### src/rtl/chop_pkg.sv
package chop_pkg;
    typedef enum logic [1:0] {
        CH_OFF   = 2'd0,
        CH_BLANK = 2'd1,
        CH_SENSE = 2'd2
    } ch_state_t;
endpackage

### src/rtl/chop_timebase.sv
module chop_timebase #(
    parameter int PERIOD_CYC = 4348
) (
    input  logic clk,
    input  logic rst,
    output logic start_o,
    output logic end_o
);
    localparam int CW = (PERIOD_CYC > 1) ? $clog2(PERIOD_CYC) : 1;
    localparam logic [CW-1:0] LAST = CW'(PERIOD_CYC - 1);

    logic [CW-1:0] cnt_q;

    always_ff @(posedge clk) begin
        if (rst)                cnt_q <= '0;
        else if (cnt_q == LAST) cnt_q <= '0;
        else                    cnt_q <= cnt_q + 1'b1;
    end

    assign start_o = (cnt_q == '0);
    assign end_o   = (cnt_q == LAST);

    // one start pulse per period, never two in a row
    a_r1_single_start: assert property (@(posedge clk) disable iff (rst)
        start_o |=> !start_o);
    // the last cycle of a period is followed by a start
    a_r1_end_then_start: assert property (@(posedge clk) disable iff (rst)
        end_o |=> start_o);
endmodule

### src/rtl/chop_sync.sv
module chop_sync #(
    parameter int W = 2
) (
    input  logic         clk,
    input  logic         rst,
    input  logic [W-1:0] d_i,
    output logic [W-1:0] q_o
);
    logic [W-1:0] s1_q, s2_q;

    always_ff @(posedge clk) begin
        if (rst) begin
            s1_q <= '0;
            s2_q <= '0;
        end else begin
            s1_q <= d_i;
            s2_q <= s1_q;
        end
    end

    assign q_o = s2_q;
endmodule

### src/rtl/chop_channel.sv
module chop_channel
    import chop_pkg::*;
#(
    parameter int PERIOD_CYC = 4348,
    parameter int BLANK_CYC  = 100
) (
    input  logic clk,
    input  logic rst,
    input  logic start_i,
    input  logic end_i,
    input  logic en_i,
    input  logic oc_i,
    output logic chop_o,
    output logic duty_flag_o
);
    localparam int BW   = $clog2(BLANK_CYC + 1);
    localparam int OW   = $clog2(PERIOD_CYC + 1);
    localparam int HALF = PERIOD_CYC / 2;
    localparam logic [BW-1:0] BLAST = BW'(BLANK_CYC - 1);

    ch_state_t     state_q, state_d;
    logic [BW-1:0] bcnt_q;
    logic [OW-1:0] on_cnt_q;
    logic [OW-1:0] on_total;

    // state register
    always_ff @(posedge clk) begin
        if (rst) state_q <= CH_OFF;
        else     state_q <= state_d;
    end

    // transitions
    always_comb begin
        state_d = state_q;
        unique case (state_q)
            CH_OFF: begin
                if (en_i && start_i) state_d = CH_BLANK;          // turn_on
            end
            CH_BLANK: begin
                if (!en_i)                state_d = CH_OFF;        // kill
                else if (bcnt_q == BLAST) state_d = oc_i ? CH_OFF  // blank_trip
                                                         : CH_SENSE; // blank_done
            end
            CH_SENSE: begin
                if (!en_i || oc_i) state_d = CH_OFF;               // kill / trip
            end
            default: state_d = CH_OFF;
        endcase
    end

    // outputs
    always_comb begin
        unique case (state_q)
            CH_BLANK, CH_SENSE: chop_o = 1'b1;
            default:            chop_o = 1'b0;
        endcase
    end

    // blanking window counter
    always_ff @(posedge clk) begin
        if (rst || state_q != CH_BLANK) bcnt_q <= '0;
        else                            bcnt_q <= bcnt_q + 1'b1;
    end

    // per-period on-time measure and duty flag
    assign on_total = on_cnt_q + OW'(chop_o);

    always_ff @(posedge clk) begin
        if (rst) begin
            on_cnt_q    <= '0;
            duty_flag_o <= 1'b0;
        end else if (end_i) begin
            on_cnt_q    <= '0;
            duty_flag_o <= (on_total > OW'(HALF));
        end else begin
            on_cnt_q    <= on_total;
        end
    end

    // checker state: length of the current on run
    logic [OW-1:0] run_q;
    logic          rst_q;
    always_ff @(posedge clk) begin
        rst_q <= rst;
        if (rst)                              run_q <= '0;
        else if (!chop_o)                     run_q <= '0;
        else if (run_q != OW'(PERIOD_CYC))    run_q <= run_q + 1'b1;
    end

    a_r1_set_on_start: assert property (@(posedge clk) disable iff (rst)
        (start_i && en_i && !chop_o) |=> chop_o);
    a_r3_blank_holds: assert property (@(posedge clk) disable iff (rst)
        (state_q == CH_BLANK && en_i && bcnt_q != BLAST) |=> chop_o);
    a_r4_min_on: assert property (@(posedge clk) disable iff (rst)
        ($fell(chop_o) && $past(en_i)) |-> (run_q >= OW'(BLANK_CYC)));
    a_r5_trip_off: assert property (@(posedge clk) disable iff (rst)
        (state_q == CH_SENSE && oc_i) |=> !chop_o);
    a_r6_flag_hold: assert property (@(posedge clk) disable iff (rst)
        !end_i |=> $stable(duty_flag_o));
    a_r7_disable_off: assert property (@(posedge clk) disable iff (rst)
        !en_i |=> !chop_o);
    a_r8_no_reblank: assert property (@(posedge clk) disable iff (rst)
        (state_q == CH_SENSE && !oc_i && en_i) |=> (state_q == CH_SENSE));

    always @(posedge clk) begin
        if (rst_q) begin
            a_r9_reset_off: assert (!chop_o && !duty_flag_o);
        end
    end
endmodule

### src/rtl/chop_regulator.sv
module chop_regulator #(
    parameter int NUM_CH     = 2,
    parameter int PERIOD_CYC = 4348,
    parameter int BLANK_CYC  = 100
) (
    input  logic              clk,
    input  logic              rst,
    input  logic [NUM_CH-1:0] oc_raw_i,
    input  logic [NUM_CH-1:0] en_i,
    output logic [NUM_CH-1:0] chop_o,
    output logic [NUM_CH-1:0] duty_flag_o
);
    if (BLANK_CYC < 1 || BLANK_CYC >= PERIOD_CYC) begin : g_bad_cfg
        $error("chop_regulator: BLANK_CYC must be in 1..PERIOD_CYC-1");
    end

    logic              start_w;
    logic              end_w;
    logic [NUM_CH-1:0] oc_s;

    chop_timebase #(.PERIOD_CYC(PERIOD_CYC)) u_timebase (
        .clk     (clk),
        .rst     (rst),
        .start_o (start_w),
        .end_o   (end_w)
    );

    chop_sync #(.W(NUM_CH)) u_sync (
        .clk (clk),
        .rst (rst),
        .d_i (oc_raw_i),
        .q_o (oc_s)
    );

    for (genvar i = 0; i < NUM_CH; i++) begin : g_ch
        chop_channel #(
            .PERIOD_CYC (PERIOD_CYC),
            .BLANK_CYC  (BLANK_CYC)
        ) u_ch (
            .clk         (clk),
            .rst         (rst),
            .start_i     (start_w),
            .end_i       (end_w),
            .en_i        (en_i[i]),
            .oc_i        (oc_s[i]),
            .chop_o      (chop_o[i]),
            .duty_flag_o (duty_flag_o[i])
        );
    end
endmodule

### config.mk
export PLATFORM = sky130hd
export DESIGN_NAME = chop_regulator
export DESIGN_NICKNAME = d
export VERILOG_FILES = /design/src/rtl/chop_pkg.sv /design/src/rtl/chop_timebase.sv /design/src/rtl/chop_sync.sv /design/src/rtl/chop_channel.sv /design/src/rtl/chop_regulator.sv
export SDC_FILE = /design/constraint.sdc
export NUM_CORES = 1
export LEC_CHECK = 0
export ABC_CLOCK_PERIOD_IN_PS = 2100
export BUFFER_PORTS_ARGS = -buffer_cell sky130_fd_sc_hd__buf_2
export CAP_MARGIN = 10
export CORE_AREA = 2 2 64 96
export CTS_CLUSTER_DIAMETER = 40
export DETAILED_ROUTE_END_ITERATION = 16
export DIE_AREA = 0 0 66 98
export PLACE_DENSITY = 0.73
export SYNTH_ARGS = -nofsm -noshare
export SYNTH_HDL_FRONTEND = slang
export SYNTH_SLANG_ARGS = --single-unit
export TNS_END_PERCENT = 10
### constraint.sdc
create_clock -name clk -period 2.1 [get_ports clk]
set_input_delay 0.525 -clock clk [delete_from_list [all_inputs] [get_ports clk]]
set_output_delay 0.525 -clock clk [all_outputs]
set_load 0.05 [all_outputs]
==> results.txt, run 1 <==
The largest vdd supply drop is 0.4537 mV. The proportion of total power due to net switching is 24.72%. The cell count after synthesis came out at 332. The final clock skew came out at 0.01052 ns.

Clock tree synthesis selected as its root buffer the cell clkbuf_8. In this run the critical register-to-register path is launched from g_ch[0].u_ch.state_q[0]$_SDFFE_PP0P_. For this run, the leading register cell type out of synthesis is dfxtp_1. The overall die area is 6468 um^2. The sequential standard cell area came out at 1266 um^2. The layout net count came out at 376. The number of cells on the worst reg-to-reg path is 9. By startpoint and endpoint, the worst setup path is classified as reg2reg.

The share of synthesized flip-flops with an asynchronous set or reset came out at 0%. The filler cell count in the final layout is 512. The total global routing track utilization is 18.41%. Internal power comes to 0.002188 W.

The height of the die came out at 98 um. The weighted congestion at the end of routability-driven global placement is 0.8012. The number of hold-slack violations in the final timing report came out at 0. The worst hold path begins at oc_raw_i[0]. The sequential share of power is 44.4%. The number of antenna diodes in the final layout is 0. The count of endpoints failing setup in the final report is 0. In this run the horizontal extent of the chip is 66 um. For this run, the number of Yosys warnings is 0. TritonCTS built the clock tree. For this design, the sink count on the clock tree is 63.

The max-capacitance violation count is 0. The number of clock buffers added by TritonCTS is 9. The clock latency on the worst-skew pair is 0.34 ns.

The number of standard-cell rows in the floorplan came out at 34. The depth of the CTS H-tree came out at 3. After synthesis the netlist holds a flip-flop and latch count of 63.

The data arrival time of the critical path is 2.33 ns. The number of distinct library cells after synthesis is 49. Power spread over the standard cell area amounts to 820.6 nW/um^2.

The synthesized cell area is 2998 um^2. Among all stages on the critical path, the largest delay is contributed by or4_4. The post-detailed-placement half-perimeter wirelength is 3783 um. The share of post-route cells with drive strength above 1 is 19.11%.

The combined area of the multi-input logic cells came out at 1719 um^2. The worst setup path is launched from a flip-flop. The cell count of the worst hold path came out at 2. The largest net degree at the start of global routing is 17. The total via count in the routed design is 2331. The average wire length per cell after detail routing is 12.61 um.

The total of buffers placed on input and output ports came out at 9. The critical path goes through inv_2, ha_4, ha_4, buf_4, nand3_1, or4_4, o21ai_2, a221oi_2, o41ai_1. The setup slack of the worst register-to-register path is 0.01 ns. The deepest clock path buffer count came out at 2. The most numerous cell on the critical path is ha_4.

The global-route wire length before repair is 9397 um. The final setup TNS came out at 0 ns. Pin placement for this block handled 10 I/O pins. The net count after synthesis is 352. The count of nets left with antenna violations after detail routing is 0. The area growth from synthesis to layout is 18.16%. The number of enable flip-flop cells after synthesis is 0. The part of the total power dissipated in the clock network is 40.6%. The number of search-and-repair iterations in the first detailed-routing pass is 4.

The worst setup path is captured at a flip-flop. Setup repair after global routing could not meet its margin everywhere. The number of global-route vias before repair is 2256. The DRC violation total after the first TritonRoute iteration is 110. In this run the worst hold path is classified as in2reg. The number of antenna violations at the first check in global routing came to 0. The actual transition at the worst max-transition pin is 0.4656 ns. The routed wire length is 5461 um. The share of the clock period used by the worst path after layout came out at 99.52%. The detailed-route vias per instance is 5.383.

The area of the core is 5700 um^2. The global-route congestion overflow total came out at 0. The worst path in the final design needs a cycle of 2.090 ns, including I/O delays and setup. The largest stage delay on the critical path came out at 0.50 ns. Clock-pin slew was measured on the worst setup and hold paths at 0.07 ns. Data on the critical path is required at its endpoint by 2.34 ns. Derived from the worst setup path, the maximum achievable clock frequency is 478.5 MHz. In this run the critical register-to-register path is captured at g_ch[0].u_ch.duty_flag_o$_SDFFE_PP0P_. The initial standard-cell utilization of the core is 52.59%. In this run the worst path has a maximum fanout of 4. A synthesized cell averages 9.030 um^2. The total count of max-transition violations in the final report came out at 0. The worst hold slack came out at 0.4174 ns. The run finished with clean final reports.

The reported net switching power came out at 0.0007185 W. Of the total power, combinational logic draws 15.0%. In this run the static leakage power is 1.349 nW. The DRC violations left came out at 0. Measured against its own limit, the worst slew margin works out to 68.84%.

The sequential fraction of the synthesis area is 42.07%. For hold timing, the worst endpoint is u_sync.s1_q[0]$_SDFF_PP0_.
## critical path, delay by kind of cell (launching register included)
| family | cells | cell delay [ns] |
|---|---|---|
| and+or+nand+nor | 2 | 0.62 |
| AOI/OAI and AO/OA | 3 | 0.46 |
| DFF | 1 | 0.33 |
| buffers and inverters | 2 | 0.18 |
| adders and majority gates | 2 | 0.41 |
## cell families after synthesis
group,synth area share (%)
multiplexers,0.3339
AO/OA/AOI/OAI,7.220
adder cells (fa/ha/maj),5.843
XOR/XNOR,12.27
flip-flops,42.07
buffers and inverters,4.132
AND/OR/NAND/NOR,28.13
## power by group through the flow
stage	registers (W)	logic, W	clock network [W]
after global routing	0.00130	0.000477	0.00126
after CTS	0.00129	0.000429	0.00121
after global placement	0.00131	0.000410	0
after floorplan	0.00131	0.000316	0
final	0.00129	0.000436	0.00118
after detailed placement	0.00131	0.000425	0
## per-stage QoR
| step | instance area (um^2) | power [W] | std cells | util (%) | setup WS [ns] |
|---|---|---|---|---|---|
| 4_1_cts | 3475 | 0.002926 | 432 | 60.95 | 0.0006350 |
| 5_1_grt | 3542 | 0.003031 | 433 | 62.14 | -0.08764 |
| 6_report | 3542 | 0.002907 | 433 | 62.14 | 0.01014 |
| 3_3_place_gp | 3239 | 0.001720 | 416 | 56.83 | -0.02085 |
| 3_5_place_dp | 3239 | 0.001739 | 416 | 56.83 | -0.1045 |
| 2_1_floorplan | 3048 | 0.001624 | 332 | - | -0.002286 |
## worst max path at each step
stage / startpoint / to / slack, ns / cells after the start
global route: g_ch[0].u_ch.state_q[0]$_SDFFE_PP0P_ / g_ch[0].u_ch.duty_flag_o$_SDFFE_PP0P_ / -0.09 / 10
CTS: g_ch[1].u_ch.state_q[0]$_SDFFE_PP0P_ / g_ch[1].u_ch.duty_flag_o$_SDFFE_PP0P_ / 0.0006 / 9
detailed placement: g_ch[0].u_ch.state_q[1]$_SDFFE_PP0P_ / g_ch[0].u_ch.duty_flag_o$_SDFFE_PP0P_ / -0.10 / 9
finish: g_ch[0].u_ch.state_q[0]$_SDFFE_PP0P_ / g_ch[0].u_ch.duty_flag_o$_SDFFE_PP0P_ / 0.01 / 9
global placement: g_ch[0].u_ch.state_q[1]$_SDFFE_PP0P_ / g_ch[0].u_ch.duty_flag_o$_SDFFE_PP0P_ / -0.02 / 9
floorplan: g_ch[0].u_ch.state_q[1]$_SDFFE_PP0P_ / g_ch[0].u_ch.duty_flag_o$_SDFFE_PP0P_ / -0.002 / 9
## synth_stat cells, drive strengths merged (3+ instances only)
| master | n | area (um^2) |
|---|---|---|
| nand3 | 19 | 95.09 |
| nand2 | 15 | 56.30 |
| a21oi | 4 | 20.02 |
| nor4 | 6 | 67.56 |
| dfxtp | 63 | 1261 |
| xor2 | 25 | 219.0 |
| and2 | 9 | 56.30 |
| buf | 10 | 66.31 |
| clkbuf | 3 | 12.51 |
| o21a | 3 | 22.52 |
| ha | 14 | 175.2 |
| nand2b | 7 | 43.79 |
| a21boi | 5 | 37.53 |
| o21ai | 5 | 25.02 |
| and3 | 9 | 57.56 |
| inv | 12 | 45.04 |
| nor3 | 5 | 25.02 |
| xnor2 | 17 | 148.9 |
| nor2b | 6 | 37.54 |
| nor2 | 54 | 202.7 |
| or3 | 4 | 25.02 |
| nand4 | 9 | 56.30 |
## repair_timing
action / 4_1_cts / 5_1_grt
pin swaps: 4 / 4
hold endpoints to repair: 0 / 0
setup endpoints to repair: 3 / 3
buffers inserted: 0 / 1
hold buffers: 0 / 0
resized for setup: 3 / 15
## final cells by class
class	instances	share of cell area (%)
Clock buffer	13	4.486
Sequential cell	63	35.75
Timing Repair Buffer	26	5.581
Multi-Input combinational cell	244	48.53
Tap cell	72	2.543
Clock inverter	3	1.837
Inverter	12	1.272
## layout by cell type, fill, tap and decap left out, types with 4 or more instances in the layout
master / instances
nor2_1: 53
nand2b_1: 7
inv_1: 10
ha_1: 9
clkbuf_8: 11
dfxtp_1: 59
a21oi_1: 4
nand3_1: 19
or3_1: 4
xor2_1: 25
xnor2_1: 16
buf_2: 9
nor2b_1: 6
ha_4: 4
dfxtp_2: 4
and3_1: 8
nand2_1: 15
and2_1: 9
buf_4: 15
nand4_1: 9
## flip-flops by register name (all words and copies together), names as in the netlist
signal,flops
g_ch.u_ch.duty_flag_o,2
g_ch.u_ch.on_cnt_q,26
g_ch.u_ch.state_q,4
u_timebase.cnt_q,13
u_sync.s1_q,2
u_sync.q_o,2
g_ch.u_ch.bcnt_q,14
## routing by layer
metal | GRT usage (%) | vias to the layer above | part of all wire [%]
li1 | - | 1179 | -
met1 | 21.11 | 1095 | 44
met2 | 30.92 | 49 | 51
met3 | 5.760 | 8 | 3.9
met4 | 8.006 | 0 | 1.2
met5 | 0 | - | 0
No activity file was read; power rests on OpenSTA's default activity.
==> run 2, diff against run 1 <==
ABC_AREA = 1   (was default)
CORE_AREA = 2 2 80 121   (was 2 2 64 96)
DIE_AREA = 0 0 82 123   (was 0 0 66 98)
PLACE_DENSITY = default   (was 0.73)
==> run 2 against run 1 <==
Effect of this change:
- non-clock buffer count is 13 lower
- core utilization is 23 points lower
- clock power is 7% higher
- die area is 56% higher
- first-iteration DRC count down 13%
- setup slack gained 0.14 ns
- largest power group unchanged
- cell count up 31%
- highest routed layer unchanged
==> results.txt, run 2 <==
The wire length on met1 was 2613 um (was 2384 um). Unrepaired setup endpoints after global routing: true (unchanged). The sequential standard cell area came out at 1261 um^2 (was 1266 um^2). The critical path class is reg2reg (unchanged). The met3 layer wire length in the routed design came out at 153 um (was 214 um). The data required time of the critical path came to 2.31 ns (was 2.34 ns). CP cell instances: inv_1, ha_1, ha_2, ha_2, nand3_2, inv_2, nand3_1, nand2_1, nand2_1, nor2_1, nand3_1, nand2_1, a21oi_1 (was inv_2, ha_4, ha_4, buf_4, nand3_1, or4_4, o21ai_2, a221oi_2, o41ai_1). The worst max-slew margin expressed relative to the limit is 78.41% (was 68.84%). The number of flip-flops in the largest register was 26 (unchanged). The final instance count without filler cells is 568 (was 433). The depth of the CTS H-tree came out at 3 (unchanged). The final setup TNS was 0 ns (unchanged). The number of enable flip-flop cells after synthesis came out at 0 (unchanged). The clock net sink count is 63 (unchanged). The most used flip-flop cell after synthesis is dfxtp_1 (unchanged).

The area of the core came to 9039 um^2 (was 5700 um^2). The TritonCTS clock tree is done (unchanged). The number of hold-slack violations in the final timing report came out at 0 (unchanged). The DRC violations left came to 0 (unchanged). The detailed-route vias per instance is 4.542 (was 5.383). Area contributors post-synth: dfxtp_1 41%, nand2_1 10%, nor2_1 10%, inv_1 8.9%, ha_1 5.7% (was dfxtp_1 42%, xor2_1 7.3%, nor2_1 6.8%, ha_1 5.8%, xnor2_1 5.0%). The total count of max-transition violations in the final report is 0 (unchanged). The most numerous cell on the critical path was nand2_1 (was ha_4).

The actual transition at the worst max-transition pin came to 0.3209 ns (was 0.4656 ns). The area added between synthesis and finish came to 14.37% (was 18.16%). The TritonCTS buffer count came out at 9 (unchanged). The maximum fanout encountered on the critical timing path came out at 4 (unchanged). The cts-stage hold buffer count came out at 0 (unchanged). The net count after synthesis was 457 (was 352).

The achievable clock frequency is 512.4 MHz (was 478.5 MHz). The cell with the biggest individual delay on the critical path is dfxtp_1 (was or4_4). The mean instance size in the synthesized netlist is 7.075 um^2 (was 9.030 um^2). The global-route congestion overflow total came out at 0 (unchanged). The register bank with the most flops is g_ch.u_ch.on_cnt_q (unchanged). The clock-pin transition on the worst setup and hold timing paths is 0.05 ns (was 0.07 ns). The leading area contributor after synthesis was dfxtp_1 (unchanged). The post-detailed-placement half-perimeter wirelength is 4464 um (was 3783 um). The largest net degree at the start of global routing is 24 (was 17). Largest regs: g_ch.u_ch.on_cnt_q: 26 flops, g_ch.u_ch.bcnt_q: 14 flops, u_timebase.cnt_q: 13 flops (unchanged). The met2 wire length is 3047 um (was 2793 um). The cell count after synthesis came out at 437 (was 332). The number of global-route vias before repair was 2484 (was 2256). The capturing element type of the critical path is a flip-flop (unchanged). The path class of the lowest-slack min-delay path is reg2reg (was in2reg). The combined area of the multi-input logic cells came to 1533 um^2 (was 1719 um^2).

The overall die area is 10090 um^2 (was 6468 um^2). The most common cell in the netlist is nand2_1 (was dfxtp_1). The antenna cell count is 0 (unchanged).

The most frequent standard cell in the layout excluding fill and tap cells is nand2_1 (was dfxtp_1). The sequential fraction of the synthesis area came to 40.79% (was 42.07%). The max-capacitance violation count is 0 (unchanged). The initial standard-cell utilization of the core was 34.21% (was 52.59%).

The number of search-and-repair iterations in the first detailed-routing pass is 4 (unchanged). The average wire length per cell after detail routing is 10.46 um (was 12.61 um). The largest vdd supply drop came to 0.5724 mV (was 0.4537 mV). The DRC violation total after the first TritonRoute iteration came out at 96 (was 110). The height of the die is 123 um (was 98 um). The weighted congestion at the end of routability-driven global placement is 0.8022 (was 0.8012).

The share of post-route cells with drive strength above 1 is 10.31% (was 19.11%). The shortest period the worst path allows is 1.952 ns (was 2.090 ns). The number of antenna violations at the first check in global routing is 0 (unchanged). The number of standard-cell rows in the floorplan was 43 (was 34).

Outcome: completed (unchanged). The kind of launch point of the worst setup path is a flip-flop (unchanged). The count of endpoints failing setup in the final report is 0 (unchanged). The areal power density over the cells is 873.9 nW/um^2 (was 820.6 nW/um^2). The total of buffers placed on input and output ports is 9 (unchanged). Top library cells by usage in the layout, fill and taps aside: 85 x nand2_1, 83 x nor2_1, 71 x inv_1, 63 x dfxtp_1, 31 x nand3_1 (was 59 x dfxtp_1, 53 x nor2_1, 25 x xor2_1, 19 x nand3_1, 16 x xnor2_1).

The synthesized cell area came to 3092 um^2 (was 2998 um^2). The cell leakage power is 1.404 nW (was 1.349 nW). The routed wire length was 5943 um (was 5461 um). The layout net count came out at 473 (was 376). The area share of the largest cell type after synthesis was 40.79% (was 42.07%).

The die boundary width came out at 82 um (was 66 um). The deepest clock path buffer count was 2 (unchanged). The total of warnings raised by yosys came out at 0 (unchanged). The highest layer used for signal routing is met4 (unchanged). The total via count in the routed design is 2580 (was 2331). The final clock skew came to 0.005102 ns (was 0.01052 ns). The filler cell count in the final layout is 935 (was 512). The largest stage delay on the critical path is 0.35 ns (was 0.50 ns). The share of the clock period used by the worst path after layout came to 92.93% (was 99.52%). The number of synthesized register bits was 63 (unchanged). The total global routing track utilization is 13.33% (was 18.41%). Synth top cells by count: 86 x nand2_1, 84 x nor2_1, 73 x inv_1 (was 63 x dfxtp_1, 54 x nor2_1, 25 x xor2_1). The share of synthesized flip-flops with an asynchronous set or reset is 0% (unchanged). The count of nets left with antenna violations after detail routing is 0 (unchanged). The number of distinct library cells after synthesis came out at 28 (was 49).

The global-route wire length before repair is 10340 um (was 9397 um). The clock latency on the worst-skew pair came out at 0.32 ns (was 0.34 ns). The number of placed instances with taps included came out at 554 (was 416). The number of primary I/O pins came to 10 (unchanged). The buffer type at the clock tree root is clkbuf_16 (was clkbuf_8). The data arrival time of the critical path was 2.16 ns (was 2.33 ns).
-- run 2: worst max-delay path: cells and delay by family (launching register included) --
family | cells | cell delay, ns
buffers and inverters | 2 | 0.16
AND/OR/NAND/NOR | 7 | 0.56
adder cells (fa/ha/maj) | 3 | 0.70
AO/OA/AOI/OAI | 1 | 0.05
flip-flops | 1 | 0.35
-- run 2: final cells by class --
class                      count  share of cell area [%]
multi-input combinational    292                   43.35
timing repair buffer          13                   2.123
sequential                    63                   35.67
tap                          112                   3.963
clock buffer                  12                   6.688
inverter                      74                   7.926
clock inverter                 2                  0.2831
-- run 2: routing by layer --
metal | vias up | GRT usage (%)
met5 | - | 0
met4 | 0 | 6.458
met3 | 10 | 4.453
met2 | 23 | 23.07
met1 | 1150 | 14.25
li1 | 1397 | -
-- run 2: where the power goes --
group	internal [W]	switching (W)	leakage (nW)
sequential	0.00126	0.0000426	0.510
clock	0.000780	0.000478	0.122
combinational	0.000197	0.000329	0.771
-- run 2: path summary, 6_finish.rpt --
path	from	end	slack (ns)	depth (start not counted)
worst max register to register	g_ch[0].u_ch.state_q[0]$_SDFFE_PP0P_	g_ch[0].u_ch.duty_flag_o$_SDFFE_PP0P_	0.15	13
worst min register to register	u_sync.s1_q[0]$_SDFF_PP0_	u_sync.q_o[0]$_SDFF_PP0_	0.40	2
worst max-delay path	g_ch[0].u_ch.state_q[0]$_SDFFE_PP0P_	g_ch[0].u_ch.duty_flag_o$_SDFFE_PP0P_	0.15	13
worst min-delay path	u_sync.s1_q[0]$_SDFF_PP0_	u_sync.q_o[0]$_SDFF_PP0_	0.40	2
-- run 2: stage by stage --
stage	power [W]	area [um^2]	setup WS [ns]	utilization [%]	hold WS (ns)
after floorplan	0.001726	3092	0.2236	-	0.3883
after global placement	0.001791	3239	0.1125	35.84	0.3896
after detailed placement	0.001803	3239	0.04348	35.84	0.3952
after CTS	0.003081	3486	0.03676	38.57	0.3976
after global routing	0.003269	3536	-0.05880	39.12	0.4168
final	0.003090	3536	0.1484	39.12	0.3979
-- run 2: what timing repair did --
item	in CTS	in global routing
buffers inserted	0	0
resized for setup	0	13
setup endpoints to repair	0	5
-- run 2: cells by family (layout without fill, tap and decap cells) --
kind of cell | after synthesis | in the layout | synth area share (%)
adder cells (fa/ha/maj) | 14 | 14 | 5.666
AND/OR/NAND/NOR | 237 | 237 | 33.51
flip-flops | 63 | 63 | 40.79
AO/OA/AOI/OAI | 29 | 29 | 5.382
buffers and inverters | 82 | 101 | 11.25
XOR/XNOR | 12 | 12 | 3.399
==> run 3, diff against run 2 <==
CORE_AREA = 4 4 88 132   (was 2 2 80 121)
DIE_AREA = 0 0 92 136   (was 0 0 82 123)
GPL_TIMING_DRIVEN = 0   (was default)
==> run 3 against run 2 <==
Effect of this change:
- via count up 1.7%
- first-iteration DRC count down 31%
- maximum frequency down 0.37%
- combinational power up 12%
- total power up 13%
- largest cell class unchanged
- cell count up 6.7%
- worst hold slack better by 0.0042 ns
- core utilization down 3.7 points
==> results.txt, run 3 (synthesis results as in run 2) <==
The proportion of total power due to net switching was 25.10% (was 27.49%). Unrepaired setup endpoints after global routing: true (unchanged). The internal power component came out at 0.002611 W (was 0.002240 W). The post-detailed-placement half-perimeter wirelength came out at 4378 um (was 4464 um). The most frequent standard cell in the layout excluding fill and tap cells is nand2_1 (unchanged). The sequential share of power is 37.6% (was 42.3%). The weighted congestion at the end of routability-driven global placement came out at 0.7915 (was 0.8022). The total global routing track utilization came out at 10.02% (was 13.33%). The routed wire length is 5800 um (was 5943 um). The number of primary I/O pins is 10 (unchanged). The actual transition at the worst max-transition pin is 0.4658 ns (was 0.3209 ns). The capturing element type of the critical path is a flip-flop (unchanged). The cell leakage power came out at 1.468 nW (was 1.404 nW). The TritonCTS buffer count is 9 (unchanged). The cell area reported after detailed placement is 3312 um^2 (was 3239 um^2). Top library cells by usage in the layout, fill and taps aside: 85 x nand2_1, 83 x nor2_1, 72 x inv_1, 62 x dfxtp_1, 31 x nand3_1 (was 85 x nand2_1, 83 x nor2_1, 71 x inv_1, 63 x dfxtp_1, 31 x nand3_1). The number of standard-cell rows in the floorplan came out at 46 (was 43). The post-placement setup slack is -0.04711 ns (was 0.04348 ns). The filler cell count in the final layout came out at 1124 (was 935).

The reported net switching power is 0.0008747 W (was 0.0008496 W). The overall die area is 12510 um^2 (was 10090 um^2). The area added between synthesis and finish is 20.03% (was 14.37%). The final clock skew is 0.004573 ns (was 0.005102 ns). The data arrival time of the critical path came out at 2.17 ns (was 2.16 ns). The kind of launch point of the worst setup path is a flip-flop (unchanged). The number of hold-slack violations in the final timing report came out at 0 (unchanged).

The global-route congestion overflow total came out at 0 (unchanged). The number of global-route vias before repair came to 2451 (was 2484). The buffer type at the clock tree root is clkbuf_16 (unchanged). The height of the die came out at 136 um (was 123 um). The part of the total power dissipated in the clock network came out at 45.5% (was 40.7%). The number of flip-flops in the largest register came to 26 (unchanged). The global-route wire length before repair came out at 9970 um (was 10340 um).

The maximum fanout encountered on the critical timing path came out at 4 (unchanged). The register bank with the most flops is g_ch.u_ch.on_cnt_q (unchanged). The depth of the CTS H-tree is 3 (unchanged). The data required time of the critical path is 2.31 ns (about the same).

The total of buffers placed on input and output ports came out at 8 (was 9). The share of the clock period used by the worst path after layout was 93.28% (was 92.93%). The achievable clock frequency is 510.5 MHz (was 512.4 MHz).

The clock-pin transition on the worst setup and hold timing paths came to 0.05 ns (about the same). The initial standard-cell utilization of the core is 29.52% (was 34.21%). The count of nets left with antenna violations after detail routing is 0 (unchanged). The detailed-route vias per instance is 4.328 (was 4.542). The clock net sink count came out at 63 (unchanged).

The power after layout came to 0.003485 W (was 0.003090 W). The minimum setup slack in the final design came to 0.1412 ns (was 0.1484 ns). The clock latency on the worst-skew pair came to 0.32 ns (about the same). The share of post-route cells with drive strength above 1 is 11.47% (was 10.31%). The TritonCTS clock tree is done (unchanged).

The areal power density over the cells came out at 939.2 nW/um^2 (was 873.9 nW/um^2). The die boundary width came out at 92 um (was 82 um). The largest vdd supply drop came to 0.3128 mV (was 0.5724 mV). The post-layout utilization of the core is 35.43% (was 39.12%). The number of antenna violations at the first check in global routing was 0 (unchanged).

The largest net degree at the start of global routing came out at 11 (was 24). The area of all placed cells without fillers is 3711 um^2 (was 3536 um^2). The logic gate share of total power came to 16.8% (was 17.0%). The total via count in the routed design came out at 2623 (was 2580). The total count of max-transition violations in the final report is 0 (unchanged). The layout net count was 477 (was 473). Outcome: completed (unchanged). The deepest clock path buffer count was 2 (unchanged).

The count of endpoints failing setup in the final report came to 0 (unchanged). The max-capacitance violation count came out at 0 (unchanged). The shortest period the worst path allows came out at 1.959 ns (was 1.952 ns).

The number of search-and-repair iterations in the first detailed-routing pass is 4 (unchanged). Largest regs: g_ch.u_ch.on_cnt_q: 26 flops, g_ch.u_ch.bcnt_q: 14 flops, u_timebase.cnt_q: 13 flops (unchanged). The DRC violations left is 0 (unchanged).

The area of the core came out at 10480 um^2 (was 9039 um^2). The critical path class is reg2reg (unchanged). The path class of the lowest-slack min-delay path is reg2reg (unchanged). The cts-stage hold buffer count was 0 (unchanged). The antenna cell count is 0 (unchanged). The DRC violation total after the first TritonRoute iteration is 66 (was 96). The average wire length per cell after detail routing is 9.571 um (was 10.46 um). The worst max-slew margin expressed relative to the limit is 68.95% (was 78.41%).
==> run 3: worst paths after layout <==
check                                                             end  slack, ns  cells past startpoint                            startpoint
worst max-delay path            g_ch[0].u_ch.duty_flag_o$_SDFFE_PP0P_       0.14                     11  g_ch[0].u_ch.state_q[1]$_SDFFE_PP0P_
worst min-delay path                         u_sync.q_o[0]$_SDFF_PP0_       0.40                      2             u_sync.s1_q[0]$_SDFF_PP0_
worst max register to register  g_ch[0].u_ch.duty_flag_o$_SDFFE_PP0P_       0.14                     11  g_ch[0].u_ch.state_q[1]$_SDFFE_PP0P_
worst min register to register               u_sync.q_o[0]$_SDFF_PP0_       0.40                      2             u_sync.s1_q[0]$_SDFF_PP0_
==> run 3: cell type report <==
| class | instances | area, um^2 | share of cell area (%) |
|---|---|---|---|
| plain buffers | 8 | 67.56 | 1.821 |
| clock buffers | 13 | 260.3 | 7.013 |
| clock inverters | 3 | 65.06 | 1.753 |
| inverters | 74 | 280.3 | 7.552 |
| multi-input cells | 292 | 1548 | 41.71 |
| flip-flops and latches | 63 | 1262 | 34.02 |
| well taps | 144 | 180.2 | 4.855 |
| repair buffers | 9 | 47.55 | 1.281 |
==> run 3: layer usage <==
layer / vias up / wire length, um / track usage (%)
met4: 0 / 112 / 6.033
met1: 1194 / 2536 / 9.939
met3: 8 / 146 / 3.101
met2: 14 / 3003 / 18.13
li1: 1407 / - / -
met5: - / 0 / 0
==> run 3: power groups by stage <==
stage                     logic, W  clock network [W]  registers [W]
final                     0.000587            0.00159        0.00131
after global routing      0.000666            0.00170        0.00131
after CTS                 0.000545            0.00164        0.00130
after detailed placement  0.000509                  0        0.00133
after global placement    0.000500                  0        0.00132
after floorplan           0.000409                  0        0.00132
==> run 3: through the flow <==
| stage | hold WS (ns) | setup TNS, ns | std cells |
|---|---|---|---|
| floorplan | 0.3883 | 0 | 437 |
| global placement | 0.3912 | -0.02453 | 589 |
| detailed placement | 0.3980 | -0.04711 | 589 |
| CTS | 0.3955 | 0 | 605 |
| global route | 0.4081 | -0.07546 | 606 |
| finish | 0.4021 | 0 | 606 |
==> run 3: critical path, stage by stage (launching register included) <==
cell	delay [ns]
dfxtp_1	0.34
inv_1	0.10
ha_4	0.29
ha_2	0.19
ha_2	0.20
nand3_2	0.12
nor2_1	0.14
nand2_1	0.09
xor2_1	0.17
nand3_1	0.10
nand2_1	0.07
a21oi_1	0.05
==> run 3: what timing repair did <==
action                     CTS  global route
pin swaps                    0             4
setup endpoints to repair    2             2
resized for setup            3            10
buffers inserted             0             1
hold endpoints to repair     0             0
